==> src/rtl/dtd_pkg.sv <==
package dtd_pkg;

    // Output level of the half-period engine
    typedef enum logic {
        LVL_LOW  = 1'b0,
        LVL_HIGH = 1'b1
    } level_e;

    // Dither selection policy
    typedef enum logic {
        DMODE_THRESH  = 1'b0,
        DMODE_PATTERN = 1'b1
    } dmode_e;

    // Bit s set means slot s of the eight-step pattern takes modulus B
    localparam logic [7:0] PATTERN_B_SLOTS = 8'b1001_0010;

    function automatic logic pattern_wants_b(input logic [2:0] slot);
        return PATTERN_B_SLOTS[slot];
    endfunction

endpackage

==> src/rtl/dtd_halfperiod.sv <==
module dtd_halfperiod
    import dtd_pkg::*;
#(
    parameter int MOD_W   = 12,
    parameter int RST_MOD = 369
) (
    input  logic             clk_i,
    input  logic             rst_ni,
    input  logic [MOD_W-1:0] mod_next_i,
    output logic             wrap_o,
    output logic             sq_o,
    output logic [MOD_W-1:0] cnt_o,
    output logic [MOD_W-1:0] cur_mod_o
);

    localparam logic [MOD_W-1:0] MOD_RST = MOD_W'(RST_MOD);

    level_e           lvl_q;
    level_e           lvl_d;
    logic [MOD_W-1:0] cnt_q;
    logic [MOD_W-1:0] mod_q;

    assign wrap_o = (cnt_q == mod_q);

    // State register
    always_ff @(posedge clk_i) begin
        if (!rst_ni) begin
            lvl_q <= LVL_LOW;
        end else begin
            lvl_q <= lvl_d;
        end
    end

    // Next-state logic: every wrap ends a half period
    always_comb begin
        lvl_d = lvl_q;
        unique case (lvl_q)
            LVL_LOW:  if (wrap_o) lvl_d = LVL_HIGH;
            LVL_HIGH: if (wrap_o) lvl_d = LVL_LOW;
            default:  lvl_d = LVL_LOW;
        endcase
    end

    // Counter and modulus held for the running half period
    always_ff @(posedge clk_i) begin
        if (!rst_ni) begin
            cnt_q <= '0;
            mod_q <= MOD_RST;
        end else if (wrap_o) begin
            cnt_q <= '0;
            mod_q <= mod_next_i;
        end else begin
            cnt_q <= cnt_q + 1'b1;
        end
    end

    // Output decode
    always_comb begin
        unique case (lvl_q)
            LVL_LOW:  sq_o = 1'b0;
            LVL_HIGH: sq_o = 1'b1;
            default:  sq_o = 1'b0;
        endcase
    end

    assign cnt_o     = cnt_q;
    assign cur_mod_o = mod_q;

endmodule

==> src/rtl/dtd_sequencer.sv <==
module dtd_sequencer
    import dtd_pkg::*;
#(
    parameter int MOD_W = 12,
    parameter int IDX_W = 10,
    parameter int SPAN  = 1000
) (
    input  logic             clk_i,
    input  logic             rst_ni,
    input  logic             wrap_i,
    input  logic             mode_i,
    input  logic [MOD_W-1:0] mod_a_i,
    input  logic [MOD_W-1:0] mod_b_i,
    input  logic [IDX_W-1:0] adj_i,
    output logic [MOD_W-1:0] mod_next_o,
    output logic [IDX_W-1:0] idx_o,
    output logic             span_end_o
);

    localparam logic [IDX_W-1:0] IDX_LAST = IDX_W'(SPAN - 1);

    logic [IDX_W-1:0] idx_q;
    logic [IDX_W-1:0] idx_inc;
    logic             pick_b;

    // Index of the half period that the coming wrap opens
    always_comb begin
        if (idx_q == IDX_LAST) begin
            idx_inc = '0;
        end else begin
            idx_inc = idx_q + 1'b1;
        end
    end

    always_ff @(posedge clk_i) begin
        if (!rst_ni) begin
            idx_q <= '0;
        end else if (wrap_i) begin
            idx_q <= idx_inc;
        end
    end

    // Modulus policy for the coming half period
    always_comb begin
        unique case (dmode_e'(mode_i))
            DMODE_THRESH:  pick_b = (idx_inc > adj_i);
            DMODE_PATTERN: pick_b = pattern_wants_b(idx_inc[2:0]);
            default:       pick_b = 1'b0;
        endcase
    end

    assign mod_next_o = pick_b ? mod_b_i : mod_a_i;
    assign idx_o      = idx_q;
    assign span_end_o = wrap_i && (idx_q == IDX_LAST);

endmodule

==> src/rtl/dtd_trim.sv <==
module dtd_trim #(
    parameter int IDX_W    = 10,
    parameter int SPAN     = 1000,
    parameter int DEF_TRIM = 500
) (
    input  logic             clk_i,
    input  logic             rst_ni,
    input  logic             wrap_i,
    input  logic [IDX_W-1:0] adj_i,
    output logic             trim_o
);

    localparam logic [IDX_W-1:0] IDX_LAST  = IDX_W'(SPAN - 1);
    localparam logic             TRIM_RST  = (DEF_TRIM > 0);

    logic [IDX_W-1:0] t_q;
    logic [IDX_W-1:0] t_inc;
    logic             trim_q;

    always_comb begin
        if (t_q == IDX_LAST) begin
            t_inc = '0;
        end else begin
            t_inc = t_q + 1'b1;
        end
    end

    always_ff @(posedge clk_i) begin
        if (!rst_ni) begin
            t_q    <= '0;
            trim_q <= TRIM_RST;
        end else if (wrap_i) begin
            t_q    <= t_inc;
            trim_q <= (t_inc < adj_i);
        end
    end

    assign trim_o = trim_q;

endmodule

==> src/rtl/dtd_heartbeat.sv <==
module dtd_heartbeat #(
    parameter int HB_LIMIT = 162,
    parameter int CNT_W    = 8
) (
    input  logic             clk_i,
    input  logic             rst_ni,
    input  logic             span_end_i,
    output logic             beat_o,
    output logic [CNT_W-1:0] cnt_o
);

    localparam logic [CNT_W-1:0] CNT_LAST = CNT_W'(HB_LIMIT - 1);

    logic [CNT_W-1:0] cnt_q;
    logic             beat_q;

    always_ff @(posedge clk_i) begin
        if (!rst_ni) begin
            cnt_q  <= '0;
            beat_q <= 1'b0;
        end else if (span_end_i) begin
            if (cnt_q == CNT_LAST) begin
                cnt_q  <= '0;
                beat_q <= ~beat_q;
            end else begin
                cnt_q <= cnt_q + 1'b1;
            end
        end
    end

    assign beat_o = beat_q;
    assign cnt_o  = cnt_q;

endmodule

==> src/rtl/dither_toggle_div.sv <==
module dither_toggle_div #(
    parameter int MOD_W        = 12,
    parameter int DITHER_SPAN  = 1000,
    parameter int HB_LIMIT     = 162,
    parameter int DEF_MOD_A    = 369,
    parameter int DEF_TRIM_ADJ = 500
) (
    input  logic                           clk_i,
    input  logic                           rst_ni,
    input  logic                           mode_i,
    input  logic [MOD_W-1:0]               mod_a_i,
    input  logic [MOD_W-1:0]               mod_b_i,
    input  logic [$clog2(DITHER_SPAN)-1:0] dither_adj_i,
    input  logic [$clog2(DITHER_SPAN)-1:0] trim_adj_i,
    output logic                           sq_o,
    output logic                           trim_fast_o,
    output logic                           beat_o
);

    localparam int IDX_W = $clog2(DITHER_SPAN);
    localparam int HB_W  = $clog2(HB_LIMIT + 1);

    logic             wrap_w;
    logic             span_end_w;
    logic [MOD_W-1:0] mod_next_w;
    logic [MOD_W-1:0] cnt_w;
    logic [MOD_W-1:0] cur_mod_w;
    logic [IDX_W-1:0] idx_w;
    logic [HB_W-1:0]  hb_cnt_w;

    dtd_halfperiod #(
        .MOD_W  (MOD_W),
        .RST_MOD(DEF_MOD_A)
    ) u_half (
        .clk_i     (clk_i),
        .rst_ni    (rst_ni),
        .mod_next_i(mod_next_w),
        .wrap_o    (wrap_w),
        .sq_o      (sq_o),
        .cnt_o     (cnt_w),
        .cur_mod_o (cur_mod_w)
    );

    dtd_sequencer #(
        .MOD_W(MOD_W),
        .IDX_W(IDX_W),
        .SPAN (DITHER_SPAN)
    ) u_seq (
        .clk_i     (clk_i),
        .rst_ni    (rst_ni),
        .wrap_i    (wrap_w),
        .mode_i    (mode_i),
        .mod_a_i   (mod_a_i),
        .mod_b_i   (mod_b_i),
        .adj_i     (dither_adj_i),
        .mod_next_o(mod_next_w),
        .idx_o     (idx_w),
        .span_end_o(span_end_w)
    );

    dtd_trim #(
        .IDX_W   (IDX_W),
        .SPAN    (DITHER_SPAN),
        .DEF_TRIM(DEF_TRIM_ADJ)
    ) u_trim (
        .clk_i (clk_i),
        .rst_ni(rst_ni),
        .wrap_i(wrap_w),
        .adj_i (trim_adj_i),
        .trim_o(trim_fast_o)
    );

    dtd_heartbeat #(
        .HB_LIMIT(HB_LIMIT),
        .CNT_W   (HB_W)
    ) u_beat (
        .clk_i     (clk_i),
        .rst_ni    (rst_ni),
        .span_end_i(span_end_w),
        .beat_o    (beat_o),
        .cnt_o     (hb_cnt_w)
    );

endmodule

==> config.mk <==
export PLATFORM = sky130hd
export DESIGN_NAME = dither_toggle_div
export DESIGN_NICKNAME = d
export VERILOG_FILES = /design/src/rtl/dtd_pkg.sv /design/src/rtl/dtd_halfperiod.sv /design/src/rtl/dtd_sequencer.sv /design/src/rtl/dtd_trim.sv /design/src/rtl/dtd_heartbeat.sv /design/src/rtl/dither_toggle_div.sv
export SDC_FILE = /design/constraint.sdc
export NUM_CORES = 1
export LEC_CHECK = 0
export ABC_CLOCK_PERIOD_IN_PS = 4000
export CORE_ASPECT_RATIO = 0.75
export CORE_UTILIZATION = 55
export DETAILED_ROUTE_END_ITERATION = 8
export PLACE_DENSITY = 0.86
export SLEW_MARGIN = 15
export SYNTH_ARGS = -nofsm -noshare
export SYNTH_HDL_FRONTEND = slang
export SYNTH_SLANG_ARGS = --single-unit
==> constraint.sdc <==
create_clock -name clk_i -period 4 [get_ports clk_i]
set_clock_uncertainty 0.05 [all_clocks]
set_input_delay 0.8 -clock clk_i [delete_from_list [all_inputs] [get_ports clk_i]]
set_output_delay 0.8 -clock clk_i [all_outputs]
set_load 0.02 [all_outputs]
Word level (Yosys, flattened, before mapping)
Memories as Yosys holds them, arrays and structs flattened.
Cells that the tools add are included.
{"block": "totals", "elab_cells": 37, "inputBits": 47, "ram_bits": 0, "reg_bits": 55, "output_inout_bits": 3, "n_memories": 1, "latch_bits": 0, "rom_bits": 8}
{"name": "(name not given)", "depth": 8, "width": 1, "rd": 1, "rd_clocked_by_memory_dff": 0, "wr": 0, "line_no": "dtd_pkg.sv:19", "rtl": "return PATTERN_B_SLOTS[slot];"}
{"block": "classes", "shift": 0, "div": 0, "n_lt_le_gt_ge": 3, "mul": 0, "n_mux": 10, "add_sub_neg": 4, "n_eq_ne": 4, "reduce_logical": 3, "bitwise_logic": 4}
{"cell": "10-bit by 1-bit adder with 10-bit output, second input constant", "n": 2}
{"cell": "10-bit == test, second input constant", "n": 2}
{"cell": "10-bit 2-to-1 mux", "n": 2}
{"cell": "12-bit by 1-bit adder with 12-bit output, second input constant", "n": 1}
{"cell": "12-bit == test", "n": 1}
{"cell": "12-bit 2-to-1 mux", "n": 1}
{"cell": "10-bit > comparator", "n": 1}
{"cell": "10-bit < comparator", "n": 1}
{"cell": "8-bit by 1-bit adder with 8-bit output, second input constant", "n": 1}
{"cell": "8-bit == test, second input constant", "n": 1}
{"cell": "8-bit 2-to-1 mux", "n": 1}
{"cell": "1-bit case mux with 2 select lines", "n": 3}
{"cell": "3-bit by 4-bit < comparator with 1-bit output, second input constant", "n": 1}
{"cell": "1-bit NOT", "n": 4}
{"cell": "1-bit 2-to-1 mux", "n": 3}
{"cell": "2-bit AND reduction", "n": 1}
{"cell": "2-bit OR reduction", "n": 1}
{"cell": "1-bit logical AND", "n": 1}

Logic depth before layout (Yosys ltp)
Gate-level depths: netlist of run 1.
{"block": "depth", "depth_word": 6, "depth_mapped": 13, "depth_no_buf": 11}

Modules after synthesis
Synthesis of run 1 repeated with hierarchy kept, for this count alone.
{"block": "unflattened", "cells_unflattened": 424, "area_unflattened_um2": 3718.6}
{"mod": "dtd_halfperiod", "cells_per_inst": 127, "n_inst": 1, "seq_area_each_um2": 500.5, "area_each_um2": 1206.2}
{"mod": "dtd_sequencer", "cells_per_inst": 128, "n_inst": 1, "seq_area_each_um2": 200.2, "area_each_um2": 1104.8}
{"mod": "dtd_trim", "cells_per_inst": 124, "n_inst": 1, "seq_area_each_um2": 220.2, "area_each_um2": 979.7}
{"mod": "dtd_heartbeat", "cells_per_inst": 45, "n_inst": 1, "seq_area_each_um2": 180.2, "area_each_um2": 427.9}

Worst setup path after synthesis of run 1
OpenSTA, ideal clock, no wires.
{"block": "synth_path", "path_type": "register to register", "from": "register u_seq.idx_q[0] (netlist: u_seq.idx_o[0])", "to": "register u_half.mod_q[8] (netlist: u_half.cur_mod_o[8])", "setup_ns": 0.074, "arrival_time_ns": 3.093, "required_ns": 3.876, "path_stages_with_launch": 14, "period_less_slack_ns": 3.217, "setup_slack_ns": 0.783, "n_path_buf": 2, "cell_sequence": "dfxtp_1 -> ha_1 -> nand3_1 -> or2_2 -> a21o_1 -> a21o_1 -> ha_1 -> a21oi_1 -> a21boi_0 -> or4b_1 -> clkbuf_1 -> clkbuf_1 -> a21bo_2 -> a31oi_1"}
{"block": "synth_between", "word_cells_on_any_way": 8, "cone_classes": "add/sub (1); order compare (1); eq/ne (1); mux (4); memory (1)"}
{"element": "start: declaration", "line_no": "dtd_sequencer.sv:22", "rtl": "logic [IDX_W-1:0] idx_q;"}
{"element": "start signal: assignment", "line_no": "dtd_sequencer.sv:39", "rtl": "idx_q <= idx_inc;"}
{"element": "10-bit by 1-bit adder with 10-bit output or 10-bit == test (tied branches)", "line_no": "dtd_sequencer.sv:31, dtd_sequencer.sv:28"}
{"element": "10-bit 2-to-1 mux *", "line_no": "dtd_sequencer.sv:28", "rtl": "if (idx_q == IDX_LAST) begin"}
{"element": "net u_seq.idx_inc[8]", "line_no": "dtd_sequencer.sv:23", "rtl": "logic [IDX_W-1:0] idx_inc;"}
{"element": "10-bit > comparator *", "line_no": "dtd_sequencer.sv:46", "rtl": "DMODE_THRESH: pick_b = (idx_inc > adj_i);"}
{"element": "1-bit case mux with 2 select lines *", "line_no": "dtd_sequencer.sv:45", "rtl": "unique case (dmode_e'(mode_i))"}
{"element": "12-bit 2-to-1 mux *", "line_no": "dtd_sequencer.sv:52", "rtl": "assign mod_next_o = pick_b ? mod_b_i : mod_a_i;"}
{"element": "end signal: assignment", "line_no": "dtd_halfperiod.sv:51", "rtl": "mod_q <= mod_next_i;"}
{"element": "end: declaration", "line_no": "dtd_halfperiod.sv:21", "rtl": "logic [MOD_W-1:0] mod_q;"}
Mark *: on every way through the listed nets, which the timed path passes. The rest lies on a longest branch. The select of a mux whose other input is x is not followed.
A chain may end at the register's enable or synchronous reset.

Worst setup path in the final report of run 1
Same ends and word-level chain as after synthesis.

==> results of run 1 <==
metrics by stage:
stage                     cells  hold slack [ns]
after floorplan             416            0.399
after global placement      536            0.419
after detailed placement    536            0.428
after CTS                   544            0.443
after global routing        544            0.478
final                       544            0.444
power groups by stage:
stage | sequential, mW | combinational, mW | clock (mW)
final | 0.554 | 0.0929 | 0.327
after global routing | 0.555 | 0.102 | 0.350
after CTS | 0.554 | 0.0930 | 0.332
after detailed placement | 0.566 | 0.0923 | 0
after global placement | 0.566 | 0.0887 | 0
after floorplan | 0.565 | 0.0359 | 0
state kept, by name (all words and copies together) (netlist names):
register and count:
u_half.cnt_o 12, u_half.cur_mod_o 12, u_seq.idx_o 10, u_trim.t_q 10, u_beat.cnt_o 8, u_beat.beat_o 1
u_half.lvl_q 1, u_trim.trim_o 1
critical path, delay by kind of cell (launching register included):
kind                       cells  cell delay [ns]
AOI/OAI and AO/OA              6             1.08
adders and majority gates      2             0.57
DFF                            1             0.44
and+or+nand+nor                3             1.43
cell usage after synthesis (2+ instances only):
cell type / number
nor4_1: 7
nand3_1: 30
and3_1: 11
nand2_1: 26
nand4_1: 23
a31oi_1: 5
and4_1: 5
a211o_1: 7
nand3b_1: 2
buf_2: 3
buf_6: 2
nor2b_1: 2
clkbuf_1: 9
a21oi_1: 23
and2_1: 2
inv_1: 31
a22o_1: 6
xor2_1: 15
nor3_1: 5
a21o_1: 6
nor2_1: 39
or4_1: 4
o21ai_0: 9
a21bo_2: 5
or3_1: 7
dfxtp_1: 55
nand4b_1: 2
a211oi_1: 4
o31ai_1: 4
xnor2_1: 28
ha_1: 25
metal layers:
metal  GRT usage [%]  routed length (µm)
met1            36.3                3880
met2            41.9                3750
met4            5.98                  83
met3            3.59                 364
met5               0                   0
cells by family (layout without fill, tap and decap cells):
| group | count (synthesis) | in the layout | synth area share, % |
|---|---|---|---|
| mux | 1 | 1 | 0.293 |
| flops | 55 | 55 | 32.2 |
| compound gates | 73 | 73 | 14.3 |
| xor+xnor | 43 | 43 | 11.0 |
| buf+inv | 46 | 96 | 5.60 |
| fa+ha+maj | 25 | 25 | 9.14 |
| simple gates | 173 | 173 | 27.4 |
area by class of cell:
type / count / share of cell area, %
multi-input combinational: 315 / 52.1
sequential: 55 / 26.9
timing repair buffer: 56 / 13.3
inverter: 32 / 2.94
clock buffer: 5 / 1.68
clock inverter: 3 / 0.674
tap: 78 / 2.39
how the worst max path moves through the flow:
stage	from	slack [ns]	cells past startpoint	end
global placement	u_seq.idx_o[0]	0.54	11	u_half.cur_mod_o[6]
floorplan	u_seq.idx_o[0]	0.78	13	u_half.cur_mod_o[8]
detailed placement	u_seq.idx_o[0]	0.37	11	u_half.cur_mod_o[0]
CTS	u_seq.idx_o[0]	0.35	11	u_half.cur_mod_o[0]
finish	u_seq.idx_o[0]	0.35	11	u_half.cur_mod_o[8]
global route	u_seq.idx_o[0]	0.10	11	u_half.cur_mod_o[6]
==> flow_summary.ini, run 1 <==
[status]
status = completed

[place]
pre_cts_slack_ns = 0.366
place.port_buffers = 49
post_dp_cell_area_mm2 = 0.00399
dp_hpwl_um = 6110
place.gp.congestion = 0.854

[grt]
grt.overflow.total = 0
antenna_found_initial = 0
grt_pass1_vias = 2960
grt_max_degree = 26
grt_pass1_wl_um = 13600
grt_usage_pct = 25.8

[yosys]
netlist-cell-type-count = 45
synth_flop_cell = dfxtp_1
synth_edf_count = 0
synth_cells = 416
synth_area_leader_cell = dfxtp_1
ys_warn_count = 0
yosysSeqAreaShare_pct = 32.2
syn_area_mm2 = 0.00342
synthTopCellsByArea = dfxtp_1 (32%), ha_1 (9.1%), xnor2_1 (7.2%)
syn_avg_cell_area_um2 = 8.22
syn-num-nets = 488
ys_ff_latch = 55
yosysTopAreaCellShare_pct = 32.2
async_flop_share_pct = 0

[power]
leakage_nw = 1.66
combPwrFrac_pct = 9.5
power_switching_mw = 0.237
p_per_area_mw_per_mm2 = 238
fin_total_pwr_mw = 0.974
clockPowerShare_pct = 33.5
irDropWorstVdd_mv = 0.193
internal-power_mw = 0.737
p_sw_share_pct = 24.4
seqPwrFrac_pct = 56.9

[critical_path]
max_stage_delay_ns = 0.93
endpoint_kind = flip-flop
crit_fanout = 24
slowest_stage = or4b_1
path_cells = ha_1 -> nand3_1 -> or2_2 -> a21o_1 -> a21o_1 -> ha_1 -> a21oi_1 -> a21boi_0 -> or4b_1 -> a21bo_2 -> a31oi_1
r2r-end = u_half.cur_mod_o[8]
r2r_start = u_seq.idx_o[0]
rrSetupSlack_ns = 0.35
start_kind = flip-flop
crit_required_ns = 4.20
arrival_ns = 3.84
crit_type = reg2reg
r2r_cells = 11

[hold_path]
hold_end = u_half.cur_mod_o[7]
worstHoldPathCells = 2
hold_class = reg2reg
worstHoldStart = u_half.cur_mod_o[7]

[final_layout]
multi_input_area_mm2 = 0.00213
layout_commonest_cell = dfxtp_1
n_antenna_cell = 0
fillerInstances = 457
utilization_pct = 69.1
syn2layout_area_growth_pct = 19.5
regArea_mm2 = 0.00110
layout_common_cells = dfxtp_1 (55), clkdlybuf4s50_1 (49), nor2_1 (39), inv_1 (31), nand3_1 (30)
fin_nets = 537
final_area_mm2 = 0.00409
drive_above_1_share_pct = 5.58

[floorplan]
dieArea_mm2 = 0.00654
io_pins = 50
core_mm2 = 0.00592
fp-row-count = 24
initial_utilization_pct = 57.8
dieWidth_um = 93.1
die_y_um = 70.3

[clock_network]
cts_root_buf = clkbuf_8
cts.clk_slew.worst_paths_ns = 0.10
cts_hold_buffers = 0
clk_latency_ns = 0.32
numClockSinks = 55
post-cts-setup-buffers = 0
cts_max_level = 2
cts_tree = yes
numCtsBuffers = 5
cts_resized = 0
clock_tree.buffer_depth = 2

[detailed_routing]
drcViolationCount = 0
ant_nets = 0
vias = 3170
drt_wl_total_um = 8080
drt_iter0_markers = 298
wl_per_cell_um = 14.9
via_per_inst = 5.83
drtPass1Iterations = 5

[sta]
fin_crit_sh_pct = 91.2
min_period_ns = 3.65
worst_slew_pin_slew_ns = 1.00
slew_headroom_pct = 33.2
rsz0062_at_grt = no
finalSetupViolCount = 0
fmax_mhz = 274
setup_tns_ns = 0
fin_ws_ns = 0.353
hold_violations = 0
slew_viol_final = 0

[run]
drv_cap = 0
(Power assumes the default switching activity.)
==> inputs of run 2 (changes only) <==
--- a/config.mk
+++ b/config.mk
@@ -8,6 +8,7 @@
 export ABC_CLOCK_PERIOD_IN_PS = 4000
 export CORE_ASPECT_RATIO = 0.75
 export CORE_UTILIZATION = 55
+export CTS_BUF_LIST = sky130_fd_sc_hd__clkbuf_16
 export DETAILED_ROUTE_END_ITERATION = 8
 export PLACE_DENSITY = 0.86
 export SLEW_MARGIN = 15
==> run 2 against run 1 <==
First-iteration DRC count decreased by 31%; power increased by 13%; routed wire length increased by 2.0%; critical path depth unchanged; via count increased by 2.2%; sequential power about the same; cell count unchanged; non-clock buffer count unchanged; largest power group unchanged.
==> flow_summary.ini, run 2 (synthesis results as in run 1) <==
[sta]
fin_crit_sh_pct = 92.0
finalSetupViolCount = 0
worst_slew_pin_slew_ns = 0.969
hold-worst-slack_ns = 0.437
fin_ws_ns = 0.320
rsz0062_at_grt = no
setup_tns_ns = 0
slew_headroom_pct = 35.2
slew_viol_final = 0
fmax_mhz = 272
hold_violations = 0
min_period_ns = 3.68

[detailed_routing]
via_per_inst = 5.96
drcViolationCount = 0
wl_per_cell_um = 15.2
drt_iter0_markers = 206
vias = 3241
drt_wl_total_um = 8240
drtPass1Iterations = 5
ant_nets = 0

[hold_path]
worstHoldPathCells = 2
hold_class = reg2reg
worstHoldStart = u_half.cur_mod_o[7]
hold_end = u_half.cur_mod_o[7]

[floorplan]
fp-row-count = 24
io_pins = 50
die_y_um = 70.3
dieWidth_um = 93.1
core_mm2 = 0.00592
dieArea_mm2 = 0.00654
initial_utilization_pct = 57.8

[place]
place.gp.congestion = 0.854
place.port_buffers = 49
dp_hpwl_um = 6110
pre_cts_slack_ns = 0.366

[final_layout]
fillerInstances = 447
drive_above_1_share_pct = 5.58
regArea_mm2 = 0.00110
multi_input_area_mm2 = 0.00213
layout_common_cells = dfxtp_1 (55), clkdlybuf4s50_1 (49), nor2_1 (39), inv_1 (31), nand3_1 (30)
fin_nets = 537
n_antenna_cell = 0
layout_commonest_cell = dfxtp_1
syn2layout_area_growth_pct = 21.1

[clock_network]
cts_max_level = 2
cts_resized = 0
numClockSinks = 55
post-cts-setup-buffers = 0
cts_hold_buffers = 0
clk_latency_ns = 0.30
cts_root_buf = clkbuf_16
clock_tree.buffer_depth = 2
cts.clk_slew.worst_paths_ns = 0.08
numCtsBuffers = 5
cts_tree = yes

[critical_path]
r2r_start = u_seq.idx_o[0]
rrSetupSlack_ns = 0.32
r2r-end = u_half.cur_mod_o[0]
start_kind = flip-flop
arrival_ns = 3.86
crit_required_ns = 4.18
endpoint_kind = flip-flop
crit_type = reg2reg
crit_fanout = 24
r2r_cells = 11

[power]
p_sw_share_pct = 23.1
clockPowerShare_pct = 41.1
combPwrFrac_pct = 8.5
leakage_nw = 1.69
seqPwrFrac_pct = 50.4
power_switching_mw = 0.254
irDropWorstVdd_mv = 0.210
internal-power_mw = 0.845
p_per_area_mw_per_mm2 = 265

[status]
status = completed

[grt]
antenna_found_initial = 0
met3_usage_pct = 4.36
use_met2_pct = 43.5
grt_pass1_wl_um = 13900
grt_pass1_vias = 2986
grtUsageMet1_pct = 36.1
grt_usage_pct = 26.7
grt.overflow.total = 0
grt_busiest_layer = met2
grt_max_degree = 26

[run]
drv_cap = 0
## run 2: cell count changes in the layout (fill, tap and decap cells not counted)
cell       delta
clkbuf_8      -5
clkbuf_16     +5
## run 2: cell type report
type / count / area share, %
clock buffers: 5 / 3.02
inverters: 32 / 2.90
well taps: 78 / 2.36
multi-input cells: 315 / 51.4
clock inverters: 3 / 0.664
flip-flops and latches: 55 / 26.6
repair buffers: 56 / 13.1
## run 2: worst max-delay path by stage
stage | start | to | slack [ns] | depth (start not counted)
2_1_floorplan | u_seq.idx_o[0] | u_half.cur_mod_o[8] | 0.78 | 13
3_3_place_gp | u_seq.idx_o[0] | u_half.cur_mod_o[6] | 0.54 | 11
3_5_place_dp | u_seq.idx_o[0] | u_half.cur_mod_o[0] | 0.37 | 11
4_1_cts | u_seq.idx_o[0] | u_half.cur_mod_o[0] | 0.36 | 11
5_1_grt | u_seq.idx_o[0] | u_half.cur_mod_o[6] | 0.11 | 11
6_report | u_seq.idx_o[0] | u_half.cur_mod_o[0] | 0.32 | 11
## run 2: power groups by stage
| stage | clock [mW] | combinational, mW | sequential [mW] |
|---|---|---|---|
| floorplan | 0 | 0.0359 | 0.565 |
| global placement | 0 | 0.0887 | 0.566 |
| detailed placement | 0 | 0.0923 | 0.566 |
| CTS | 0.455 | 0.0930 | 0.554 |
| global route | 0.478 | 0.101 | 0.554 |
| finish | 0.452 | 0.0932 | 0.554 |
## run 2: metal layers
metal  up-vias  part of all wire, %
met4         0                  1.4
met3        13                  7.5
met5         -                    0
li1       1586                    -
met1      1519                   45
met2       123                   46
## run 2: metrics by stage
stage / instances / total power, mW / util [%] / instance area (µm²)
6_report: 544 / 1.10 / 70.0 / 4140
5_1_grt: 544 / 1.13 / 70.0 / 4140
4_1_cts: 544 / 1.10 / 70.0 / 4140
3_5_place_dp: 536 / 0.659 / 67.4 / 3990
3_3_place_gp: 536 / 0.655 / 67.4 / 3990
2_1_floorplan: 416 / 0.601 / - / 3420
## run 2: worst max-delay path, cell delays in order, from the launching register on
cell and delay (ns):
dfxtp_1 0.43, ha_1 0.27, nand3_1 0.15, or2_2 0.36, a21o_1 0.21, a21o_1 0.18, ha_1 0.30, a21oi_1 0.13
a21boi_0 0.09, or4b_1 0.93, a21bo_2 0.34, a31oi_1 0.16
